### src/rtl/nmem_pkg.sv
package nmem_pkg;
  localparam int NIB_W = 4;

  typedef enum logic [3:0] {
    OP_IDLE = 4'd0,
    OP_BSET = 4'd1,
    OP_BCLR = 4'd2,
    OP_XCH  = 4'd3,
    OP_XCHU = 4'd4,
    OP_XCHD = 4'd5,
    OP_LSET = 4'd6,
    OP_LCLR = 4'd7,
    OP_LMOV = 4'd8
  } op_e;

  function automatic logic [NIB_W-1:0] bit_or_mask(input logic [1:0] sel);
    logic [NIB_W-1:0] m;
    m = '0;
    m[sel] = 1'b1;
    return m;
  endfunction

  function automatic logic [NIB_W-1:0] bit_and_mask(input logic [1:0] sel);
    return ~bit_or_mask(sel);
  endfunction

  function automatic logic is_exchange(input op_e op);
    return (op == OP_XCH) || (op == OP_XCHU) || (op == OP_XCHD);
  endfunction
endpackage

### src/rtl/nmem_row_table.sv
module nmem_row_table #(
  parameter int ROW_W  = 4,
  parameter int LINE_W = 13
) (
  input  logic [ROW_W-1:0]        row_i,
  output logic [ROW_W-1:0]        next_o,
  output logic [ROW_W-1:0]        prev_o,
  output logic [(1<<ROW_W)-1:0]   line_or_o,
  output logic [(1<<ROW_W)-1:0]   line_and_o,
  output logic                    is_first_o,
  output logic                    is_line_end_o,
  output logic                    is_last_o
);
  localparam int ROWS = 1 << ROW_W;

  logic [ROW_W-1:0] next_tbl [ROWS];
  logic [ROW_W-1:0] prev_tbl [ROWS];
  logic [ROWS-1:0]  or_tbl   [ROWS];
  logic [2:0]       flag_tbl [ROWS];

  for (genvar g = 0; g < ROWS; g++) begin : g_entry
    assign next_tbl[g] = ROW_W'((g + 1) % ROWS);
    assign prev_tbl[g] = ROW_W'((g + ROWS - 1) % ROWS);
    if (g == ROWS - 1) begin : g_all
      assign or_tbl[g] = '1;
    end else begin : g_one
      assign or_tbl[g] = ROWS'(1) << g;
    end
    assign flag_tbl[g] = {(g == ROWS - 1), (g == LINE_W), (g == 0)};
  end

  assign next_o        = next_tbl[row_i];
  assign prev_o        = prev_tbl[row_i];
  assign line_or_o     = or_tbl[row_i];
  assign line_and_o    = ~or_tbl[row_i];
  assign is_first_o    = flag_tbl[row_i][0];
  assign is_line_end_o = flag_tbl[row_i][1];
  assign is_last_o     = flag_tbl[row_i][2];
endmodule

### src/rtl/nmem_store.sv
module nmem_store #(
  parameter int ADDR_W = 6,
  parameter int DATA_W = 4
) (
  input  logic              clk,
  input  logic              we_i,
  input  logic [ADDR_W-1:0] sys_addr_i,
  input  logic [DATA_W-1:0] wdata_i,
  output logic [DATA_W-1:0] sys_rdata_o,
  input  logic [ADDR_W-1:0] dbg_addr_i,
  output logic [DATA_W-1:0] dbg_rdata_o
);
  localparam int DEPTH = 1 << ADDR_W;

  logic [DATA_W-1:0] cells [DEPTH];

  always_ff @(posedge clk) begin
    if (we_i) cells[sys_addr_i] <= wdata_i;
  end

  assign sys_rdata_o = cells[sys_addr_i];
  assign dbg_rdata_o = cells[dbg_addr_i];
endmodule

### src/rtl/nmem_line_latch.sv
module nmem_line_latch #(
  parameter int PAT_W  = 16,
  parameter int LINE_W = 13
) (
  input  logic              clk,
  input  logic              rst_n,
  input  logic              set_i,
  input  logic              clr_i,
  input  logic              move_i,
  input  logic [PAT_W-1:0]  or_mask_i,
  input  logic [PAT_W-1:0]  and_mask_i,
  output logic [LINE_W-1:0] lines_o
);
  logic [PAT_W-1:0] stage_q;
  logic [PAT_W-1:0] out_q;

  always_ff @(posedge clk or negedge rst_n) begin
    if (!rst_n) begin
      stage_q <= '0;
      out_q   <= '0;
    end else begin
      if (set_i)      stage_q <= stage_q | or_mask_i;
      else if (clr_i) stage_q <= stage_q & and_mask_i;
      if (move_i)     out_q   <= stage_q;
    end
  end

  assign lines_o = out_q[LINE_W-1:0];

  a_r8_move_copies: assert property (@(posedge clk) disable iff (!rst_n)
    move_i |=> out_q == $past(stage_q));
  a_r7_set_marks: assert property (@(posedge clk) disable iff (!rst_n)
    set_i |=> (stage_q & $past(or_mask_i)) == $past(or_mask_i));
endmodule

### src/rtl/nmem_ptr_unit.sv
module nmem_ptr_unit
  import nmem_pkg::*;
#(
  parameter int COL_W  = 2,
  parameter int ROW_W  = 4,
  parameter int LINE_W = 13
) (
  input  logic                       clk,
  input  logic                       rst_n,
  input  logic [3:0]                 op_i,
  input  logic [COL_W-1:0]           opnd_i,
  input  logic [NIB_W-1:0]           acc_i,
  output logic [NIB_W-1:0]           acc_o,
  output logic                       skip_o,
  output logic                       row_zero_o,
  output logic                       row_thirteen_o,
  output logic                       row_last_o,
  output logic [LINE_W-1:0]          lines_o,
  input  logic [COL_W+ROW_W-1:0]     dbg_addr_i,
  output logic [NIB_W-1:0]           dbg_data_o
);
  localparam int ADDR_W = COL_W + ROW_W;
  localparam int ROWS   = 1 << ROW_W;

  op_e              op;
  logic [COL_W-1:0] col_q;
  logic [ROW_W-1:0] row_q;
  logic [ROW_W-1:0] row_next, row_prev;
  logic [ROWS-1:0]  line_or, line_and;
  logic             at_first, at_line_end, at_last;
  logic [NIB_W-1:0] cell_rd, cell_wd;
  logic             cell_we;
  logic             exch_op;

  assign op      = op_e'(op_i);
  assign exch_op = is_exchange(op);

  nmem_row_table #(.ROW_W(ROW_W), .LINE_W(LINE_W)) u_table (
    .row_i        (row_q),
    .next_o       (row_next),
    .prev_o       (row_prev),
    .line_or_o    (line_or),
    .line_and_o   (line_and),
    .is_first_o   (at_first),
    .is_line_end_o(at_line_end),
    .is_last_o    (at_last)
  );

  always_comb begin
    cell_we = 1'b1;
    cell_wd = acc_i;
    case (op)
      OP_BSET: cell_wd = cell_rd | bit_or_mask(opnd_i[1:0]);
      OP_BCLR: cell_wd = cell_rd & bit_and_mask(opnd_i[1:0]);
      OP_XCH, OP_XCHU, OP_XCHD: cell_wd = acc_i;
      default: cell_we = 1'b0;
    endcase
  end

  nmem_store #(.ADDR_W(ADDR_W), .DATA_W(NIB_W)) u_store (
    .clk        (clk),
    .we_i       (cell_we),
    .sys_addr_i ({col_q, row_q}),
    .wdata_i    (cell_wd),
    .sys_rdata_o(cell_rd),
    .dbg_addr_i (dbg_addr_i),
    .dbg_rdata_o(dbg_data_o)
  );

  always_ff @(posedge clk or negedge rst_n) begin
    if (!rst_n) begin
      col_q <= '0;
      row_q <= '0;
    end else if (exch_op) begin
      col_q <= col_q ^ opnd_i;
      if (op == OP_XCHU)      row_q <= row_next;
      else if (op == OP_XCHD) row_q <= row_prev;
    end
  end

  nmem_line_latch #(.PAT_W(ROWS), .LINE_W(LINE_W)) u_lines (
    .clk       (clk),
    .rst_n     (rst_n),
    .set_i     (op == OP_LSET),
    .clr_i     (op == OP_LCLR),
    .move_i    (op == OP_LMOV),
    .or_mask_i (line_or),
    .and_mask_i(line_and),
    .lines_o   (lines_o)
  );

  assign acc_o          = cell_rd;
  assign skip_o         = ((op == OP_XCHU) && at_last) || ((op == OP_XCHD) && at_first);
  assign row_zero_o     = at_first;
  assign row_thirteen_o = at_line_end;
  assign row_last_o     = at_last;

  // Assertions
  a_r1_ports_agree: assert property (@(posedge clk) disable iff (!rst_n)
    (dbg_addr_i == {col_q, row_q}) |-> (dbg_data_o == acc_o));
  a_r2_bit_set: assert property (@(posedge clk) disable iff (!rst_n)
    (op == OP_BSET) |=> acc_o == ($past(acc_o) | (NIB_W'(1) << $past(opnd_i[1:0]))));
  a_r3_col_flip: assert property (@(posedge clk) disable iff (!rst_n)
    exch_op |=> col_q == ($past(col_q) ^ $past(opnd_i)));
  a_r4_row_up: assert property (@(posedge clk) disable iff (!rst_n)
    (op == OP_XCHU) |=> row_q == ROW_W'($past(row_q) + 1'b1));
  a_r4_row_down: assert property (@(posedge clk) disable iff (!rst_n)
    (op == OP_XCHD) |=> row_q == ROW_W'($past(row_q) - 1'b1));
  a_r5_skip_src: assert property (@(posedge clk) disable iff (!rst_n)
    skip_o |-> ((op == OP_XCHU) || (op == OP_XCHD)));
  a_r6_flags_onehot: assert property (@(posedge clk) disable iff (!rst_n)
    $onehot0({row_zero_o, row_thirteen_o, row_last_o}));
  a_r8_lines_hold: assert property (@(posedge clk) disable iff (!rst_n)
    (op != OP_LMOV) |=> $stable(lines_o));
  a_r10_ptr_hold: assert property (@(posedge clk) disable iff (!rst_n)
    !exch_op |=> ($stable(col_q) && $stable(row_q)));
endmodule

### config.mk
export PLATFORM = sky130hd
export DESIGN_NAME = nmem_ptr_unit
export DESIGN_NICKNAME = d
export VERILOG_FILES = /design/src/rtl/nmem_pkg.sv /design/src/rtl/nmem_row_table.sv /design/src/rtl/nmem_store.sv /design/src/rtl/nmem_line_latch.sv /design/src/rtl/nmem_ptr_unit.sv
export SDC_FILE = /design/constraint.sdc
export NUM_CORES = 1
export LEC_CHECK = 0
export BUFFER_PORTS_ARGS = -buffer_cell sky130_fd_sc_hd__buf_2
export CAP_MARGIN = 20
export CORE_AREA = 2 2 191 193
export CTS_BUF_LIST = sky130_fd_sc_hd__clkbuf_2 sky130_fd_sc_hd__clkbuf_4 sky130_fd_sc_hd__clkbuf_8
export DETAILED_ROUTE_END_ITERATION = 8
export DIE_AREA = 0 0 193 195
export GPL_TIMING_DRIVEN = 1
export PLACE_DENSITY_LB_ADDON = 0.3
export SLEW_MARGIN = 20
export SYNTH_ARGS = -nofsm -noshare
export SYNTH_HDL_FRONTEND = slang
export SYNTH_SLANG_ARGS = --single-unit
### constraint.sdc
create_clock -name clk -period 2.9 [get_ports clk]
set_input_delay 0.29 -clock clk [delete_from_list [all_inputs] [get_ports clk]]
set_output_delay 0.29 -clock clk [all_outputs]
set_load 0.02 [all_outputs]
==> flow_summary.json, run 1 <==
{
  "maxCapViolCount": 0,
  "switching_share_pct": 36.9,
  "cts_sinks": 288,
  "synth_xor_area_share_pct": 0.249,
  "syn_inst": 949,
  "drt-met1-wl_mm": 18.6,
  "grt_start_max_net_pins": 43,
  "finalCritPeriodShare_pct": 112,
  "antenna_left": 0,
  "final_nets": 1131,
  "power.internal_mw": 10.1,
  "arrival_ns": 2.97,
  "dr.pass1.iters": 6,
  "via_count": 10500,
  "power.density_mw_per_mm2": 914,
  "wl_met2_mm": 21.0,
  "ys_types": 66,
  "grt_pass1_vias": 9999,
  "antenna_found_initial": 0,
  "max_stage_delay_ns": 0.46,
  "required_ns": 2.61,
  "synth-simple-area-share_pct": 6.47,
  "clk_latency_ns": 0.58,
  "hold_start": "opnd_i[0]",
  "synthFlopType": "edfxtp_1",
  "dp_cells": 1487,
  "num_rows": 69,
  "area_growth_pct": 24.0,
  "overflow": 0,
  "synth-compound-area-share_pct": 11.7,
  "yosysSeqAreaShare_pct": 60.4,
  "rsz0062_at_grt": "yes",
  "critPathCaptureType": "output port",
  "final_cell_mix": "256 x edfxtp_1, 104 x buf_4, 96 x nor2_1",
  "path_class": "reg2out",
  "switching_power_mw": 5.88,
  "synth-seq-cells": 288,
  "ctsLongestPathBuffers": 3,
  "skew_ns": 0.0214,
  "hold_class": "in2reg",
  "crit_family": "simple AND/OR/NAND/NOR gates",
  "synth_area_sq_mm": 0.0141,
  "wirelength_mm": 48.3,
  "tightestPinTransition_ns": 0.806,
  "num_antenna_cells": 0,
  "synth.avg_cell_area_sq_um": 14.8,
  "muxShareOfSynthArea_pct": 17.4,
  "grt_use_total_pct": 25.2,
  "reg2reg_slack_ns": -0.24,
  "synth_top_family_by_area": "multiplexers",
  "portBuffers": 42,
  "status": "complete, but fails checks",
  "die_h_um": 195,
  "reg2reg_from": "row_q[1]$_DFFE_PN0P_",
  "hold_viol_final": 0,
  "synth-adder-area-share_pct": 0.445,
  "async_flop_share_pct": 11.1,
  "worstPathMaxFanout": 11,
  "initial_core_util_pct": 39.7,
  "worstSetupStartpoint": "row_q[1]$_DFFE_PN0P_",
  "dp_hpwl_mm": 33.0,
  "max_freq_ghz": 0.307,
  "ir_worst_vdd_mv": 0.488,
  "combPwrFrac_pct": 42.8,
  "synth_edf_count": 256,
  "grt_pass1_wl_mm": 68.7,
  "slew_headroom_pct": 46.2,
  "wl_met3_mm": 6.15,
  "cts_tree": "done",
  "fp.dieW_um": 193,
  "drtIter0Drc": 1758,
  "dieArea_sq_mm": 0.0376,
  "startpoint_type": "flop",
  "final_cells": 1606,
  "timing.final.max_slew_violations": 0,
  "viasPerCell": 6.53,
  "holdWs_ns": 0.0225,
  "worstPathCellList": "buf_4 > buf_4 > nand2_1 > o22a_1 > o21ai_1 > a211oi_2 > nand3_1 > or4_4 > buf_6",
  "clkPwrFrac_pct": 24.9,
  "cts_buffers": 49,
  "yosys_warnings": 0,
  "setup_viol": 134,
  "drive_gt1_share_pct": 39.2,
  "routedWlPerCell_um": 30.0,
  "layout_commonest_cell": "edfxtp_1",
  "p_total_mw": 15.9,
  "p_leak_nw": 6.02,
  "synth_nets": 972,
  "critPathSlowestCell": "or4_4",
  "violations": "setup timing",
  "clock-root-buffer": "clkbuf_8",
  "top_level_ports": 43,
  "path_clk_slew_ns": 0.07,
  "top_layer": "met4",
  "place_worst_setup_slack_ns": -0.269,
  "final.min_clock_period_ns": 3.26,
  "coreArea_sq_mm": 0.0354,
  "place_congestion": 0.986,
  "drc": 0,
  "cp_common_cell": "buf_4",
  "worst_slack_ns": -0.357,
  "h-tree-depth": 2,
  "p_seq_share_pct": 32.2,
  "path_buf_inv": 3
}
power by group through the flow:
stage	sequential, mW	clock [mW]	combinational (mW)
floorplan	5.21	0	3.20
global placement	5.20	0	5.71
detailed placement	5.22	0	5.75
CTS	5.13	4.00	6.38
global route	5.16	4.20	7.08
finish	5.13	3.98	6.83
worst min-delay path, stage by stage:
cell and delay (ns):
buf_2 0.13, nand2_1 0.07, xnor2_1 0.06
state kept, by name (all words and copies together) (netlist names), named ones only:
| signal | cells |
|---|---|
| col_q | 2 |
| row_q | 4 |
| u_lines.out_q | 13 |
| u_store.cells | 256 |
cell usage after synthesis, drive strengths merged (3+ instances only):
library cell | number | area [sq um]
mux4 | 82 | 1850
ha | 5 | 62.6
a22oi | 60 | 450
xnor2 | 3 | 26.3
buf | 55 | 347
dfrtp | 32 | 801
o31ai | 13 | 103
nand3 | 14 | 70.1
a22o | 12 | 105
mux2i | 34 | 340
mux2 | 23 | 259
nor3 | 7 | 35.0
a21oi | 22 | 110
o221ai | 7 | 61.3
nand3b | 5 | 37.5
clkbuf | 25 | 93.8
a21o | 4 | 30.0
o22ai | 22 | 138
or2 | 4 | 25.0
inv | 10 | 37.5
o21bai | 3 | 22.5
and3 | 3 | 18.8
a221oi | 27 | 262
edfxtp | 256 | 7690
and2 | 7 | 43.8
a211oi | 6 | 50.1
o21ai | 33 | 165
or3 | 5 | 36.3
nor2 | 101 | 382
nand2 | 33 | 124
nor2b | 7 | 51.3
final timing paths:
check	cells after the start	endpoint
max	9	acc_o[2]
max reg2reg	11	u_store.cells[3][2]$_DFFE_PP_
max in group asynchronous	2	row_q[2]$_DFFE_PN0P_
min reg2reg	2	flop
min	3	col_q[0]$_DFFE_PN0P_
min in group asynchronous	2	async pin
cell type report:
type | count | area, sq um
fill | 2987 | 18000
clock inverter | 26 | 246
sequential | 288 | 8500
timing repair buffer | 186 | 1810
tap | 461 | 577
inverter | 10 | 42.5
multi-input combinational | 573 | 5450
clock buffer | 62 | 810
routing by layer:
metal,global-route usage [%],vias up
li1,-,4183
met1,36.0,5244
met2,36.4,885
met3,6.85,175
met4,10.3,0
met5,0,-
what timing repair did:
| action | in CTS | in global routing |
|---|---|---|
| setup endpoints to repair | 265 | 217 |
| buffers inserted | 16 | 6 |
| hold buffers | 1 | 0 |
| resized for setup | 82 | 17 |
| gates cloned | 2 | 6 |
| hold endpoints to repair | 32 | 0 |
| pin swaps | 16 | 5 |
cell families after synthesis:
group,count (synthesis)
AOI/OAI and AO/OA,226
DFF,288
xor gates and xnor gates,4
buffers and inverters,90
adders and majority gates,5
and+or+nand+nor,197
muxes,139
metrics by stage:
step	utilization, %	area, sq um	TNS, ns
floorplan	-	14100	0
global placement	44.2	15600	-33.56
detailed placement	44.2	15600	-43.80
CTS	48.6	17200	-2.36
global route	49.3	17400	-28.17
finish	49.3	17400	-20.33
No activity file was read; power rests on OpenSTA's default activity.
==> inputs of run 2 (changes only) <==
CORE_AREA = 2 2 193 195   (was 2 2 191 193)
DIE_AREA = 0 0 195 197   (was 0 0 193 195)
SYNTH_HIERARCHICAL = 1   (was default)
==> flow_summary.json, run 2 <==
{
  "status": "complete, but fails checks",
  "violations": "setup timing",
  "drive_gt1_share_pct": 42.9,
  "reg2reg_slack_ns": -0.52,
  "p_leak_nw": 6.68,
  "hold_depth": 4,
  "rsz0062_at_grt": "yes",
  "fin_area_sq_mm": 0.0184,
  "worstReg2RegEnd": "u_store/cells[62][3]$_DFFE_PP_",
  "overflow": 0,
  "power.density_mw_per_mm2": 890,
  "arrival_ns": 3.76,
  "final_cell_mix": "256 x edfxtp_1, 140 x buf_4, 102 x nor2_1",
  "cts_buffers": 49,
  "dp_hpwl_mm": 32.6,
  "portBuffers": 42,
  "wirelength_mm": 47.3,
  "clock-root-buffer": "clkbuf_8",
  "dieArea_sq_mm": 0.0384,
  "final.min_clock_period_ns": 3.42,
  "routedWlPerCell_um": 28.0,
  "layout_commonest_cell": "edfxtp_1",
  "syn_inst": 974,
  "tightestPinTransition_ns": 0.839,
  "drtIter0Drc": 1228,
  "maxCapViolCount": 0,
  "grt_pass1_vias": 10200,
  "via_count": 10500,
  "critPathCaptureType": "flop",
  "setup_tns_ns": -120.17,
  "slew_headroom_pct": 43.7,
  "skew_ns": 0.0543,
  "antenna_found_initial": 0,
  "h-tree-depth": 2,
  "ctsLongestPathBuffers": 3,
  "regArea_sq_mm": 0.00849,
  "timing.final.max_slew_violations": 0,
  "drc": 0,
  "max_freq_ghz": 0.292,
  "clk_latency_ns": 0.64,
  "area_growth_pct": 28.0,
  "num_rows": 70,
  "hold_path_end": "col_q[0]$_DFFE_PN0P_",
  "dr.pass1.iters": 6,
  "cts_tree": "done",
  "top_level_ports": 43,
  "place_congestion": 0.979,
  "coreArea_sq_mm": 0.0363,
  "ir_worst_vdd_mv": 0.376,
  "hold_class": "in2reg",
  "reg2reg_from": "row_q[2]$_DFFE_PN0P_",
  "multi_input_area_sq_mm": 0.00585,
  "fp.dieW_um": 195,
  "dpl-instance-area_sq_mm": 0.0163,
  "required_ns": 3.24,
  "die_h_um": 197,
  "initial_core_util_pct": 39.6,
  "worstRegToRegCells": 11,
  "setup_viol": 260,
  "grt_pass1_wl_mm": 67.6,
  "top_regs": "u_store/cells (256), u_lines/out_q (13), u_lines/stage_q (13)",
  "hold_start": "opnd_i[0]",
  "grt_start_max_net_pins": 41,
  "startpoint_type": "flop",
  "worstSetupStartpoint": "row_q[2]$_DFFE_PN0P_",
  "synth.avg_cell_area_sq_um": 14.8,
  "viasPerCell": 6.21,
  "yosys_warnings": 6,
  "synth_nets": 998,
  "hold_viol_final": 0,
  "final_cells": 1693,
  "synth_area_sq_mm": 0.0144,
  "worstPathMaxFanout": 32,
  "worst_slack_ns": -0.520,
  "regMostFlops": "u_store/cells",
  "nFillCells": 3026,
  "path_clk_slew_ns": 0.06,
  "antenna_left": 0,
  "path_class": "reg2reg",
  "num_antenna_cells": 0,
  "grt_use_total_pct": 24.0,
  "cts_sinks": 288,
  "largest_reg_flops": 256,
  "dp_cells": 1566,
  "finalCritPeriodShare_pct": 118,
  "final_nets": 1210
}
run 2: worst max-delay path, stage by stage (launching register included):
cell     delay [ns]
dfrtp_4        0.50
buf_6          0.14
buf_12         0.14
buf_12         0.13
mux2_2         0.28
a22oi_2        0.23
a21oi_2        0.08
or3_1          0.39
or4_4          0.45
mux2_4         0.27
mux2_4         0.32
buf_12         0.18
run 2: power by group:
group	leakage [nW]	total (mW)	switching (mW)	internal [mW]
clock network	0.561	4.04	1.71	2.33
registers	2.70	5.22	0.247	4.97
logic	3.42	7.12	3.69	3.43
total	6.68	16.4	5.64	10.7
run 2: area by class of cell:
class | count | share of cell area (%)
inverters | 10 | 0.231
repair buffers | 237 | 12.7
multi-input cells | 600 | 31.8
well taps | 468 | 3.18
clock inverters | 28 | 1.58
flip-flops and latches | 288 | 46.2
clock buffers | 62 | 4.30
run 2: worst max path at each step:
stage	end
after floorplan	u_store/cells[0][3]$_DFFE_PP_
after global placement	u_store/cells[16][1]$_DFFE_PP_
after detailed placement	u_store/cells[22][1]$_DFFE_PP_
after CTS	u_store/cells[0][1]$_DFFE_PP_
after global routing	acc_o[3]
final	u_store/cells[62][3]$_DFFE_PP_
run 2: repair_timing:
action                                 4_1_cts  5_1_grt
setup endpoints to repair                  263      265
cloned                                       5       14
pin swaps                                   10       12
endpoints found under the hold margin       32        0
gates resized for setup                     66       57
setup buffers                               13       13
hold buffers                                 1        0
run 2: metrics by stage:
stage	worst slack [ns]	hold WS [ns]	total power, mW	utilization [%]
after CTS	-0.417	0.0699	15.8	49.5
after global placement	-0.510	0.433	11.0	45.0
final	-0.520	0.112	16.4	50.7
after detailed placement	-0.534	0.426	11.1	45.0
after floorplan	-0.163	-0.00559	8.70	-
after global routing	-0.567	0.116	16.9	50.7
run 2: routing by layer:
metal  vias to the layer above  share of wire, %  global-route usage [%]
met4                         0               4.3                    11.0
met2                       708                46                    37.8
met5                         -                 0                       0
li1                       4336                 -                       -
met1                      5329                39                    32.0
met3                       138                10                    5.36
==> inputs of run 3 (changes only) <==
SKIP_LAST_GASP = 1   (was default)
==> flow_summary.json, run 3 (synthesis gave the netlist of run 2 again) <==
{
  "status": "complete, but fails checks",
  "violations": "setup timing",
  "routedWlPerCell_um": 28.2,
  "finalCritPeriodShare_pct": 118,
  "worst_slack_ns": -0.518,
  "wirelength_mm": 47.9,
  "nFillCells": 3011,
  "coreArea_sq_mm": 0.0363,
  "skew_ns": 0.0483,
  "p_leak_nw": 6.77,
  "die_h_um": 197,
  "clock-root-buffer": "clkbuf_8",
  "grt_use_total_pct": 24.0,
  "num_rows": 70,
  "drc": 0,
  "startpoint_type": "flop",
  "layout_commonest_cell": "edfxtp_1",
  "final.min_clock_period_ns": 3.42,
  "wl_met3_mm": 5.25,
  "required_ns": 3.24,
  "dp_hpwl_mm": 32.6,
  "holdWs_ns": 0.108,
  "timing.final.max_slew_violations": 0,
  "portBuffers": 42,
  "final_nets": 1219,
  "largest_reg_flops": 256,
  "power.density_mw_per_mm2": 890,
  "fp.dieW_um": 195,
  "ctsLongestPathBuffers": 3,
  "dieArea_sq_mm": 0.0384,
  "slew_headroom_pct": 40.1,
  "arrival_ns": 3.76,
  "setup_tns_ns": -115.00,
  "place_congestion": 0.979,
  "final_cell_mix": "256 x edfxtp_1, 139 x buf_4, 102 x nor2_1",
  "num_antenna_cells": 0,
  "clk_latency_ns": 0.64,
  "drive_gt1_share_pct": 43.3,
  "path_clk_slew_ns": 0.07,
  "drt-met1-wl_mm": 18.4,
  "top_regs": "u_store/cells (256), u_lines/out_q (13), u_lines/stage_q (13)",
  "cts_tree": "done",
  "viasPerCell": 6.22,
  "tightestPinTransition_ns": 0.894,
  "worstPathMaxFanout": 14,
  "top_layer": "met4",
  "top_level_ports": 43,
  "antenna_found_initial": 0,
  "via_count": 10600,
  "ir_worst_vdd_mv": 0.380,
  "initial_core_util_pct": 39.6,
  "grt_pass1_wl_mm": 67.5,
  "dr.pass1.iters": 6,
  "path_class": "reg2reg",
  "wl_met2_mm": 22.1,
  "hold_class": "in2reg",
  "rsz0062_at_grt": "yes",
  "cts_buffers": 49,
  "drtIter0Drc": 1261,
  "regMostFlops": "u_store/cells",
  "grt_pass1_vias": 10200,
  "max_freq_ghz": 0.293,
  "h-tree-depth": 2,
  "antenna_left": 0,
  "critPathCaptureType": "flop",
  "area_growth_pct": 29.3,
  "maxCapViolCount": 0,
  "final_util_pct": 51.2,
  "grt_start_max_net_pins": 41,
  "setup_viol": 260,
  "hold_viol_final": 0,
  "cts_sinks": 288,
  "overflow": 0
}
-- run 3: cell count changes in the layout (fill, tap and decap cells not counted), sizes merged --
cell / previous run / this run
buf: 229 / 232
mux2: 55 / 56
clkbuf: 69 / 74
-- run 3: worst max-delay path, stage by stage (launching register included) --
cell and delay [ns]:
dfrtp_2 0.41, buf_4 0.17, buf_12 0.15, and2_2 0.26, buf_4 0.19, a221oi_2 0.29
o22a_1 0.20, o22ai_1 0.10, or4_4 0.51, mux2_4 0.28, mux2_4 0.38, buf_12 0.19
-- run 3: per-stage QoR --
stage               area [sq um]  instances  setup WS, ns  total power [mW]
global placement           16300       1566        -0.510              11.0
floorplan                  14500        974        -0.163              8.70
CTS                        17900       1675        -0.417              15.8
global route               18600       1702        -0.551              17.1
detailed placement         16300       1566        -0.534              11.1
finish                     18600       1702        -0.518              16.5
-- run 3: worst paths after layout --
check / startpoint / to / slack [ns] / depth (start not counted)
max in group asynchronous: rst_n / row_q[2]$_DFFE_PN0P_ / 1.97 / 2
setup / recovery: row_q[1]$_DFFE_PN0P_ / u_store/cells[13][0]$_DFFE_PP_ / -0.52 / 11
hold reg to reg: u_lines/out_q[1]$_DFFE_PN0P_ / u_lines/out_q[1]$_DFFE_PN0P_ / 0.50 / 1
min in group asynchronous: rst_n / u_lines/out_q[1]$_DFFE_PN0P_ / 0.30 / 2
setup reg to reg: row_q[1]$_DFFE_PN0P_ / u_store/cells[13][0]$_DFFE_PP_ / -0.52 / 11
hold / removal: opnd_i[1] / col_q[1]$_DFFE_PN0P_ / 0.11 / 4
-- run 3: report_power, final --
group          switching (mW)  internal (mW)  total [mW]
Clock                    1.70           2.33        4.03
Combinational            3.77           3.54        7.31
Sequential              0.224           4.97        5.20
Total                    5.69           10.8        16.5
-- run 3: area by class of cell --
class	count	area (sq um)	share of cell area, %
clock inverter	28	292	1.57
multi-input combinational	601	5880	31.6
clock buffer	62	791	4.26
sequential	288	8490	45.7
timing repair buffer	245	2490	13.4
inverter	10	42.5	0.229
tap	468	586	3.15
-- run 3: timing repair --
| item | CTS | global route |
|---|---|---|
| buffers inserted | 13 | 13 |
| endpoints found under the hold margin | 32 | 0 |
| resized for setup | 57 | 67 |
| endpoints found under the setup margin | 263 | 265 |
| gates cloned | 5 | 21 |
| pin swaps | 9 | 13 |
| hold buffers | 1 | 0 |
-- run 3: metal layers --
metal,global-route usage (%),vias to the layer above
met5,0,-
met4,10.7,0
met3,5.56,159
met2,37.9,717
met1,31.8,5347
li1,-,4369
